`src/rtl/fir_pair_pkg.sv`:
```
package fir_pair_pkg;

    // Kind of step applied to the offset leaving the current fetch
    typedef enum logic [1:0] {
        PH_SUB  = 2'd0,
        PH_ADD  = 2'd1,
        PH_WRAP = 2'd2
    } phase_e;

endpackage

```
`src/rtl/fir_pair_seq.sv`:
```
module fir_pair_seq
    import fir_pair_pkg::*;
#(
    parameter int MAX_N = 16,
    localparam int AW = $clog2(MAX_N),
    localparam int NW = AW + 1,
    localparam int EW = NW + 1
) (
    input  logic          clk,
    input  logic          rst_n,
    input  logic          en,
    input  logic [NW-1:0] n_taps,
    output logic [AW-1:0] cnt,
    output phase_e        phase
);

    phase_e        state_q, state_d;
    logic [AW-1:0] cnt_q, cnt_d;
    logic [EW-1:0] next_cnt_w;
    logic [EW-1:0] last_w;

    assign next_cnt_w = EW'(cnt_q) + EW'(1);
    assign last_w     = EW'(n_taps) - EW'(1);

    // state register
    always_ff @(posedge clk or negedge rst_n) begin
        if (!rst_n) begin
            state_q <= PH_SUB;
            cnt_q   <= '0;
        end else if (en) begin
            state_q <= state_d;
            cnt_q   <= cnt_d;
        end
    end

    // next-state logic
    always_comb begin
        state_d = state_q;
        cnt_d   = cnt_q;
        unique case (state_q)
            PH_SUB: begin
                cnt_d   = next_cnt_w[AW-1:0];
                state_d = (next_cnt_w == last_w) ? PH_WRAP : PH_ADD;
            end
            PH_ADD: begin
                cnt_d   = next_cnt_w[AW-1:0];
                state_d = PH_SUB;
            end
            PH_WRAP: begin
                cnt_d   = '0;
                state_d = PH_SUB;
            end
            default: begin
                cnt_d   = '0;
                state_d = PH_SUB;
            end
        endcase
    end

    // outputs
    always_comb begin
        cnt   = cnt_q;
        phase = state_q;
    end

    // count stays inside the tap range
    a_r8_cnt_range: assert property (@(posedge clk) disable iff (!rst_n)
        EW'(cnt_q) < EW'(n_taps));

    // the jump state coincides with the final count
    a_r5_wrap_on_last: assert property (@(posedge clk) disable iff (!rst_n)
        (state_q == PH_WRAP) == (EW'(cnt_q) == last_w));

    // subtract steps sit on even counts
    a_r3_sub_even: assert property (@(posedge clk) disable iff (!rst_n)
        (state_q == PH_SUB) |-> (cnt_q[0] == 1'b0));

endmodule

```
`src/rtl/fir_pair_next.sv`:
```
module fir_pair_next
    import fir_pair_pkg::*;
#(
    parameter int MAX_N = 16,
    localparam int AW = $clog2(MAX_N),
    localparam int NW = AW + 1,
    localparam int EW = NW + 1
) (
    input  logic [AW-1:0] cur,
    input  logic [AW-1:0] cnt,
    input  logic [NW-1:0] n_taps,
    input  phase_e        phase,
    output logic [AW-1:0] nxt
);

    logic [EW-1:0] n_w, o_w, step_w, half_w, raw_w, red_w;

    always_comb begin
        n_w    = EW'(n_taps);
        o_w    = EW'(cur);
        step_w = n_w - EW'(1) - EW'(cnt);
        half_w = n_w >> 1;
        raw_w  = o_w;
        unique case (phase)
            PH_SUB:  raw_w = (o_w >= step_w) ? (o_w - step_w) : (o_w + n_w - step_w);
            PH_ADD:  raw_w = o_w + step_w;
            PH_WRAP: raw_w = (o_w >= half_w) ? (o_w - (half_w - EW'(1)))
                                             : (o_w + half_w + EW'(1));
            default: raw_w = o_w;
        endcase
        red_w = (raw_w >= n_w) ? (raw_w - n_w) : raw_w;
        nxt   = red_w[AW-1:0];
    end

endmodule

```
`src/rtl/fir_pair_addr_gen.sv`:
```
module fir_pair_addr_gen
    import fir_pair_pkg::*;
#(
    parameter int MAX_N = 16,
    localparam int AW = $clog2(MAX_N),
    localparam int NW = AW + 1
) (
    input  logic          clk,
    input  logic          rst_n,
    input  logic          en,
    input  logic [NW-1:0] n_taps,
    output logic [AW-1:0] offset,
    output logic          done
);

    logic [AW-1:0] cnt;
    phase_e        phase;
    logic [AW-1:0] off_q, off_d;

    fir_pair_seq #(.MAX_N(MAX_N)) u_seq (
        .clk    (clk),
        .rst_n  (rst_n),
        .en     (en),
        .n_taps (n_taps),
        .cnt    (cnt),
        .phase  (phase)
    );

    fir_pair_next #(.MAX_N(MAX_N)) u_next (
        .cur    (off_q),
        .cnt    (cnt),
        .n_taps (n_taps),
        .phase  (phase),
        .nxt    (off_d)
    );

    always_ff @(posedge clk or negedge rst_n) begin
        if (!rst_n) off_q <= '0;
        else if (en) off_q <= off_d;
    end

    always_comb begin
        offset = off_q;
        done   = en && (phase == PH_WRAP);
    end

    // offset inside the buffer
    a_r8_offset_range: assert property (@(posedge clk) disable iff (!rst_n)
        (NW'(off_q) < n_taps));

    // idle cycles change nothing
    a_r7_hold: assert property (@(posedge clk) disable iff (!rst_n)
        !en |=> ($stable(off_q) && $stable(cnt)));

    // a completed output restarts the count
    a_r6_done_restart: assert property (@(posedge clk) disable iff (!rst_n)
        done |=> (cnt == '0));

    // a subtract step always moves the offset
    a_r3_sub_moves: assert property (@(posedge clk) disable iff (!rst_n)
        (en && phase == PH_SUB) |=> (off_q != $past(off_q)));

endmodule

```
`config.mk`:
```
export PLATFORM = sky130hd
export DESIGN_NAME = fir_pair_addr_gen
export DESIGN_NICKNAME = d
export VERILOG_FILES = /design/src/rtl/fir_pair_pkg.sv /design/src/rtl/fir_pair_seq.sv /design/src/rtl/fir_pair_next.sv /design/src/rtl/fir_pair_addr_gen.sv
export SDC_FILE = /design/constraint.sdc
export NUM_CORES = 1
export LEC_CHECK = 0
export ABC_CLOCK_PERIOD_IN_PS = 13000
export BUFFER_PORTS_ARGS = -buffer_cell sky130_fd_sc_hd__buf_2
export CAP_MARGIN = 20
export CELL_PAD_IN_SITES_DETAIL_PLACEMENT = 0
export CELL_PAD_IN_SITES_GLOBAL_PLACEMENT = 1
export CORE_MARGIN = 1.5
export CORE_UTILIZATION = 40
export CTS_CLUSTER_SIZE = 20
export DETAILED_ROUTE_END_ITERATION = 6
export GPL_ROUTABILITY_DRIVEN = 0
export PLACE_DENSITY_LB_ADDON = 0.1
export SETUP_SLACK_MARGIN = 0.1
export SLEW_MARGIN = 15
export SYNTH_ARGS = -nofsm -noshare
export SYNTH_HDL_FRONTEND = slang
export SYNTH_SLANG_ARGS = --single-unit
export TNS_END_PERCENT = 100
```
`constraint.sdc`:
```
create_clock -name clk -period 13 [get_ports clk]
set_clock_uncertainty 0.1 [all_clocks]
set_input_delay 0.65 -clock clk [delete_from_list [all_inputs] [get_ports clk]]
set_output_delay 0.65 -clock clk [all_outputs]
set_load 0.01 [all_outputs]
```
Yosys cells after proc, flatten, opt, wreduce, memory -nomap -nowiden
Cells that the tools add are included.
{"block": "word_totals", "elab_cells": 31, "regBits": 10}
{"block": "op_classes", "n_mux": 7, "reduce_logical": 3, "magnitude_cmp": 3, "add_sub_neg": 12, "n_eq_ne": 3}
{"operator": "$pmux W6 S3", "count": 1}
{"operator": "$mux W6", "count": 2}
{"operator": "$sub A4 B6 Y6", "count": 2}
{"operator": "$mux W4", "count": 2}
{"operator": "$add A4 B5 Y6", "count": 1}
{"operator": "$add A4 B6 Y6", "count": 1}
{"operator": "$add A6 B1 Y6 const B", "count": 1}
{"operator": "$eq A6 B6 Y1", "count": 1}
{"operator": "$ge A4 B6 Y1", "count": 1}
{"operator": "$ge A6 B5 Y1", "count": 1}
{"operator": "$sub A5 B1 Y6 const B", "count": 1}
{"operator": "$sub A6 B4 Y6", "count": 1}
{"operator": "$sub A6 B6 Y6", "count": 1}
{"operator": "$add A4 B1 Y5 const B", "count": 1}
{"operator": "$add A4 B4 Y5", "count": 1}
{"operator": "$sub A4 B1 Y5 const B", "count": 1}
{"operator": "$ge A4 B4 Y1", "count": 1}
{"operator": "$mux W2", "count": 2}
{"operator": "$sub A4 B4 Y4", "count": 1}
{"operator": "$eq A2 B1 Y1 const B", "count": 1}
{"operator": "$eq A2 B2 Y1 const B", "count": 1}
{"operator": "$logic_not A2 Y1", "count": 1}
{"operator": "$reduce_or A2 Y1", "count": 1}
{"operator": "$logic_and A1 B1 Y1", "count": 1}

Longest topological paths before layout
{"block": "depth", "word_depth": 7, "depth_mapped": 25}

Modules after synthesis
A second synthesis with hierarchy kept.
{"block": "unflattened", "hier_cells": 262, "area_unflattened_um2": 2279.7}
{"module": "fir_pair_next", "seq_area_each_um2": 0.0, "area_each_um2": 1701.6, "cells_per_inst": 209, "instances": 1}
{"module": "fir_pair_seq", "seq_area_each_um2": 150.1, "area_each_um2": 422.9, "cells_per_inst": 44, "instances": 1}
{"module": "fir_pair_addr_gen", "seq_area_each_um2": 100.1, "area_each_um2": 155.1, "cells_per_inst": 9, "instances": 1}

Worst setup path before layout
No wires, ideal clock.
{"block": "synth_path", "kind": "input -> register", "from": "input port n_taps[1]", "to": "register off_q[1], in the netlist offset[1]", "setup_time_ns": 0.126, "path_slack_ns": 7.543, "cell_stages": 23, "arrival_ns": 5.231, "required_time_ns": 12.774, "path_cell_list": "inv_1 -> ha_1 -> xnor2_1 -> inv_1 -> ha_1 -> o21a_1 -> o31a_1 -> a21oi_1 -> ha_1 -> nor4b_1 -> nor3_1 -> a21o_1 -> mux2i_1 -> nand2b_1 -> ha_1 -> fa_1 -> a21bo_1 -> a21oi_1 -> o21ai_0 -> nor3_1 -> a31o_1 -> or2_4 -> a221o_1"}
{"block": "synth_between", "elab_chain_len": 7}
{"element": "start: declaration", "line_no": "fir_pair_addr_gen.sv:11", "text": "input logic [NW-1:0] n_taps,"}
{"element": "$sub A5 B1 Y6", "line_no": "fir_pair_next.sv:21", "text": "step_w = n_w - EW'(1) - EW'(cnt);"}
{"element": "$sub A6 B4 Y6", "line_no": "fir_pair_next.sv:21"}
{"element": "$sub A6 B6 Y6 (tied with other cells)", "line_no": "fir_pair_next.sv:25", "text": "PH_SUB: raw_w = (o_w >= step_w) ? (o_w - step_w) : (o_w + n_w - step_w);"}
{"element": "$mux W6", "line_no": "fir_pair_next.sv:25"}
{"element": "$pmux W6 S3", "line_no": "fir_pair_next.sv:24", "text": "unique case (phase)"}
{"element": "$ge A6 B5 Y1 / $sub A4 B4 Y4 (equally long branches)", "line_no": "fir_pair_next.sv:31", "text": "red_w = (raw_w >= n_w) ? (raw_w - n_w) : raw_w;"}
{"element": "$mux W4 (*)", "line_no": "fir_pair_next.sv:31"}
{"element": "end signal: assignment", "line_no": "fir_pair_addr_gen.sv:38", "text": "if (!rst_n) off_q <= '0;"}
{"element": "end signal: assignment", "line_no": "fir_pair_addr_gen.sv:39", "text": "else if (en) off_q <= off_d;"}
{"element": "end: declaration", "line_no": "fir_pair_addr_gen.sv:18", "text": "logic [AW-1:0] off_q, off_d;"}
Every way passes the cells marked *; elsewhere a longest branch is shown, timed or not.
A chain may end at the register's enable or synchronous reset.

Worst setup path in the final report
Ends and elaborated chain as after synthesis.

==> impl_metrics.ini <==
[outcome]
status = completed

[final_layout]
nFillCells = 612
diodes = 0
multi_input_area_um2 = 2120
seq_area_um2 = 250
areaGrowthSynthToFinish_pct = 7.14
drive_above_1_share_pct = 10.2
nNetsFinal = 373

[synth]
yosysWarnings = 0
avgSynthCellArea_um2 = 8.28
netlist_instances = 303
synthFlopType = dfrtp_1
netlist_top_cells_area = ha_1 20%, dfrtp_1 10%, fa_1 8.0%
synth-edff-count = 0
synthesis.area_um2 = 2510
syn-num-nets = 362
seq_area_frac_synth_pct = 9.98
ys_async_sr_fraction_pct = 100
yosysTopAreaCell = ha_1
synth_top_area_share_pct = 20.5
ys_ff_latch = 10
synth_cell_type_count = 62

[drt]
wire_per_inst_um = 18.1
ant_nets = 0
vias_per_cell = 5.59
drcViolationCount = 0
drt-total-wl_mm = 7.00
dr.pass1.iters = 4
drt_iter0_drc = 95
routed-via-count = 2169

[floorplan]
dieArea_um2 = 6750
die_h_um = 82.2
fp-row-count = 28
io_pins = 13
die_w_um = 82.2
core_um2 = 5990
start_util_pct = 41.9

[critical_path]
r2r-start = u_seq.cnt[0]
cp-start-kind = primary input
cp-startpoint = n_taps[1]
r2r-end = offset[1]
rr_worst_depth = 19
required_ns = 13.01
cp.arrival_ns = 6.21
critPathMaxFanout = 6
worst-setup-path-type = primary input to flip-flop
rrSetupSlack_ns = 7.66
end_kind = flip-flop

[clock_network]
cts_tree = done
numCtsBuffers = 3
cts.htree.levels = 1
clkTransAtPathRegs_ns = 0.05
clkLatencyLatePin_ns = 0.23
cts_resized = 0
cts_setup_buffers = 0
clockBufferDepth = 2
clock-root-buffer = clkbuf_8
clock_sinks = 10
hold_buffers = 0

[sta]
finalCritPeriodShare_pct = 47.7
finalHoldViolCount = 0
period_minus_slack_ns = 6.20
slew_viol_final = 0
setup_viol = 0
fmax_mhz = 161
worst_pin_slew_ns = 0.644
rsz0062_at_grt = false
fin_tns_setup_ns = 0
slew_headroom_pct = 57.1

[global_route]
grt_pass1_wl_mm = 11.3
gr-total-overflow = 0
grt_use_total_pct = 22.5
grt_pass1_vias = 2142
grt_max_degree = 20
antenna_found_initial = 0

[placement]
io_buffers = 12
dpl.hpwl_mm = 5.87

[run]
drv_cap = 0

[hold_path]
min_path_type = primary input to async pin
-- synth_stat cells (2+ instances only) --
master and number:
o2111a_1 2, xnor2_1 22, o211ai_1 4, nor2b_1 4, fa_1 10, clkbuf_1 5
or3_1 3, and2_1 2, nor2_1 21, a211o_1 3, a211oi_1 5, a21oi_1 16
ha_1 41, o21ai_0 14, o21ai_1 2, a22oi_1 3, nor4b_1 2, inv_1 26
a21o_1 8, nor3_1 4, o21a_1 3, nor3b_1 2, or2_2 2, a2111oi_0 2
nor4_1 7, nand2_1 21, o31a_1 3, mux2i_1 3, xor2_1 8, nand3_1 5
dfrtp_1 10, o21bai_1 4, nand2b_1 6, inv_2 2
-- how the worst max path moves through the flow --
stage                      to  slack [ns]  cells after the start
floorplan           offset[1]        7.54                     23
global placement    offset[1]        6.74                     25
detailed placement  offset[1]        6.62                     25
CTS                 offset[1]        6.85                     25
global route        offset[1]        6.40                     25
finish              offset[1]        6.80                     24
-- critical path, stage by stage --
cell and delay (ns):
buf_2 0.19, inv_1 0.16, ha_1 0.24, xnor2_1 0.29
inv_1 0.12, ha_1 0.35, o21a_1 0.20, o31a_1 0.15
a21oi_1 0.27, ha_1 0.34, nor4b_1 0.39, nor3_1 0.19
a21o_1 0.27, mux2i_1 0.17, nand2b_1 0.17, ha_1 0.21
fa_1 0.41, a21bo_1 0.19, a21oi_1 0.05, o21ai_0 0.23
nor3_1 0.10, a31o_1 0.28, or2_4 0.26, a221o_1 0.30
-- metrics by stage --
step / instances / cell area (um^2) / hold WS (ns) / worst slack, ns / util (%)
detailed placement: 384 / 2630 / 0.420 / 6.62 / 43.9
global route: 388 / 2690 / 0.179 / 6.40 / 44.8
floorplan: 303 / 2510 / 0.254 / 7.54 / -
global placement: 384 / 2630 / 0.421 / 6.74 / 43.9
CTS: 388 / 2690 / 0.173 / 6.85 / 44.8
finish: 388 / 2690 / 0.176 / 6.80 / 44.8
-- cell type report --
type	count	share of cell area, %
sequential	10	9.32
tap	75	3.49
inverter	29	4.05
multi-input combinational	258	78.9
clock buffer	4	2.05
timing repair buffer	12	2.24
-- cell usage in the layout, fill, tap and decap left out, types with 4 or more instances in the layout --
master | Yosys | routed
o211ai_1 | 4 | 4
clkbuf_8 | 0 | 4
o21ai_0 | 14 | 14
buf_2 | 0 | 12
dfrtp_1 | 10 | 10
nor3_1 | 4 | 4
fa_1 | 10 | 10
a21o_1 | 8 | 8
nor2b_1 | 4 | 4
xor2_1 | 8 | 8
a211oi_1 | 5 | 5
nand2_1 | 21 | 21
nor2_1 | 21 | 21
nand2b_1 | 6 | 6
inv_1 | 26 | 26
a21oi_1 | 16 | 16
nor4_1 | 7 | 7
xnor2_1 | 22 | 22
nand3_1 | 5 | 5
o21bai_1 | 4 | 4
ha_1 | 41 | 41
-- sequential cells by signal (all words and copies together), names as in the netlist --
name and count:
offset 4, u_seq.phase 2, u_seq.cnt 4
-- kinds of logic (layout without fill, tap and decap cells) --
family                     after synthesis  count (layout)  synth area share, %
and+or+nand+nor                         87              87                 18.7
AOI/OAI and AO/OA                       85              85                 24.6
adders and majority gates               51              51                 28.4
buffers and inverters                   35              45                 5.54
xor gates and xnor gates                31              31                 11.1
DFF                                     10              10                 9.98
muxes                                    4               4                 1.65
-- per-layer routing --
| layer | vias to the layer above | GRT usage, % | routed length, um | share of wire (%) |
|---|---|---|---|---|
| li1 | 1108 | - | - | - |
| met1 | 1019 | 30.7 | 3390 | 48 |
| met2 | 36 | 39.9 | 3300 | 47 |
| met3 | 6 | 2.09 | 269 | 3.8 |
| met4 | 0 | 2.03 | 52 | 0.74 |
| met5 | - | 0 | 0 | 0 |
Power is not shown: default switching activity piles up to over one toggle a cycle in this logic, so the estimate is an artifact.
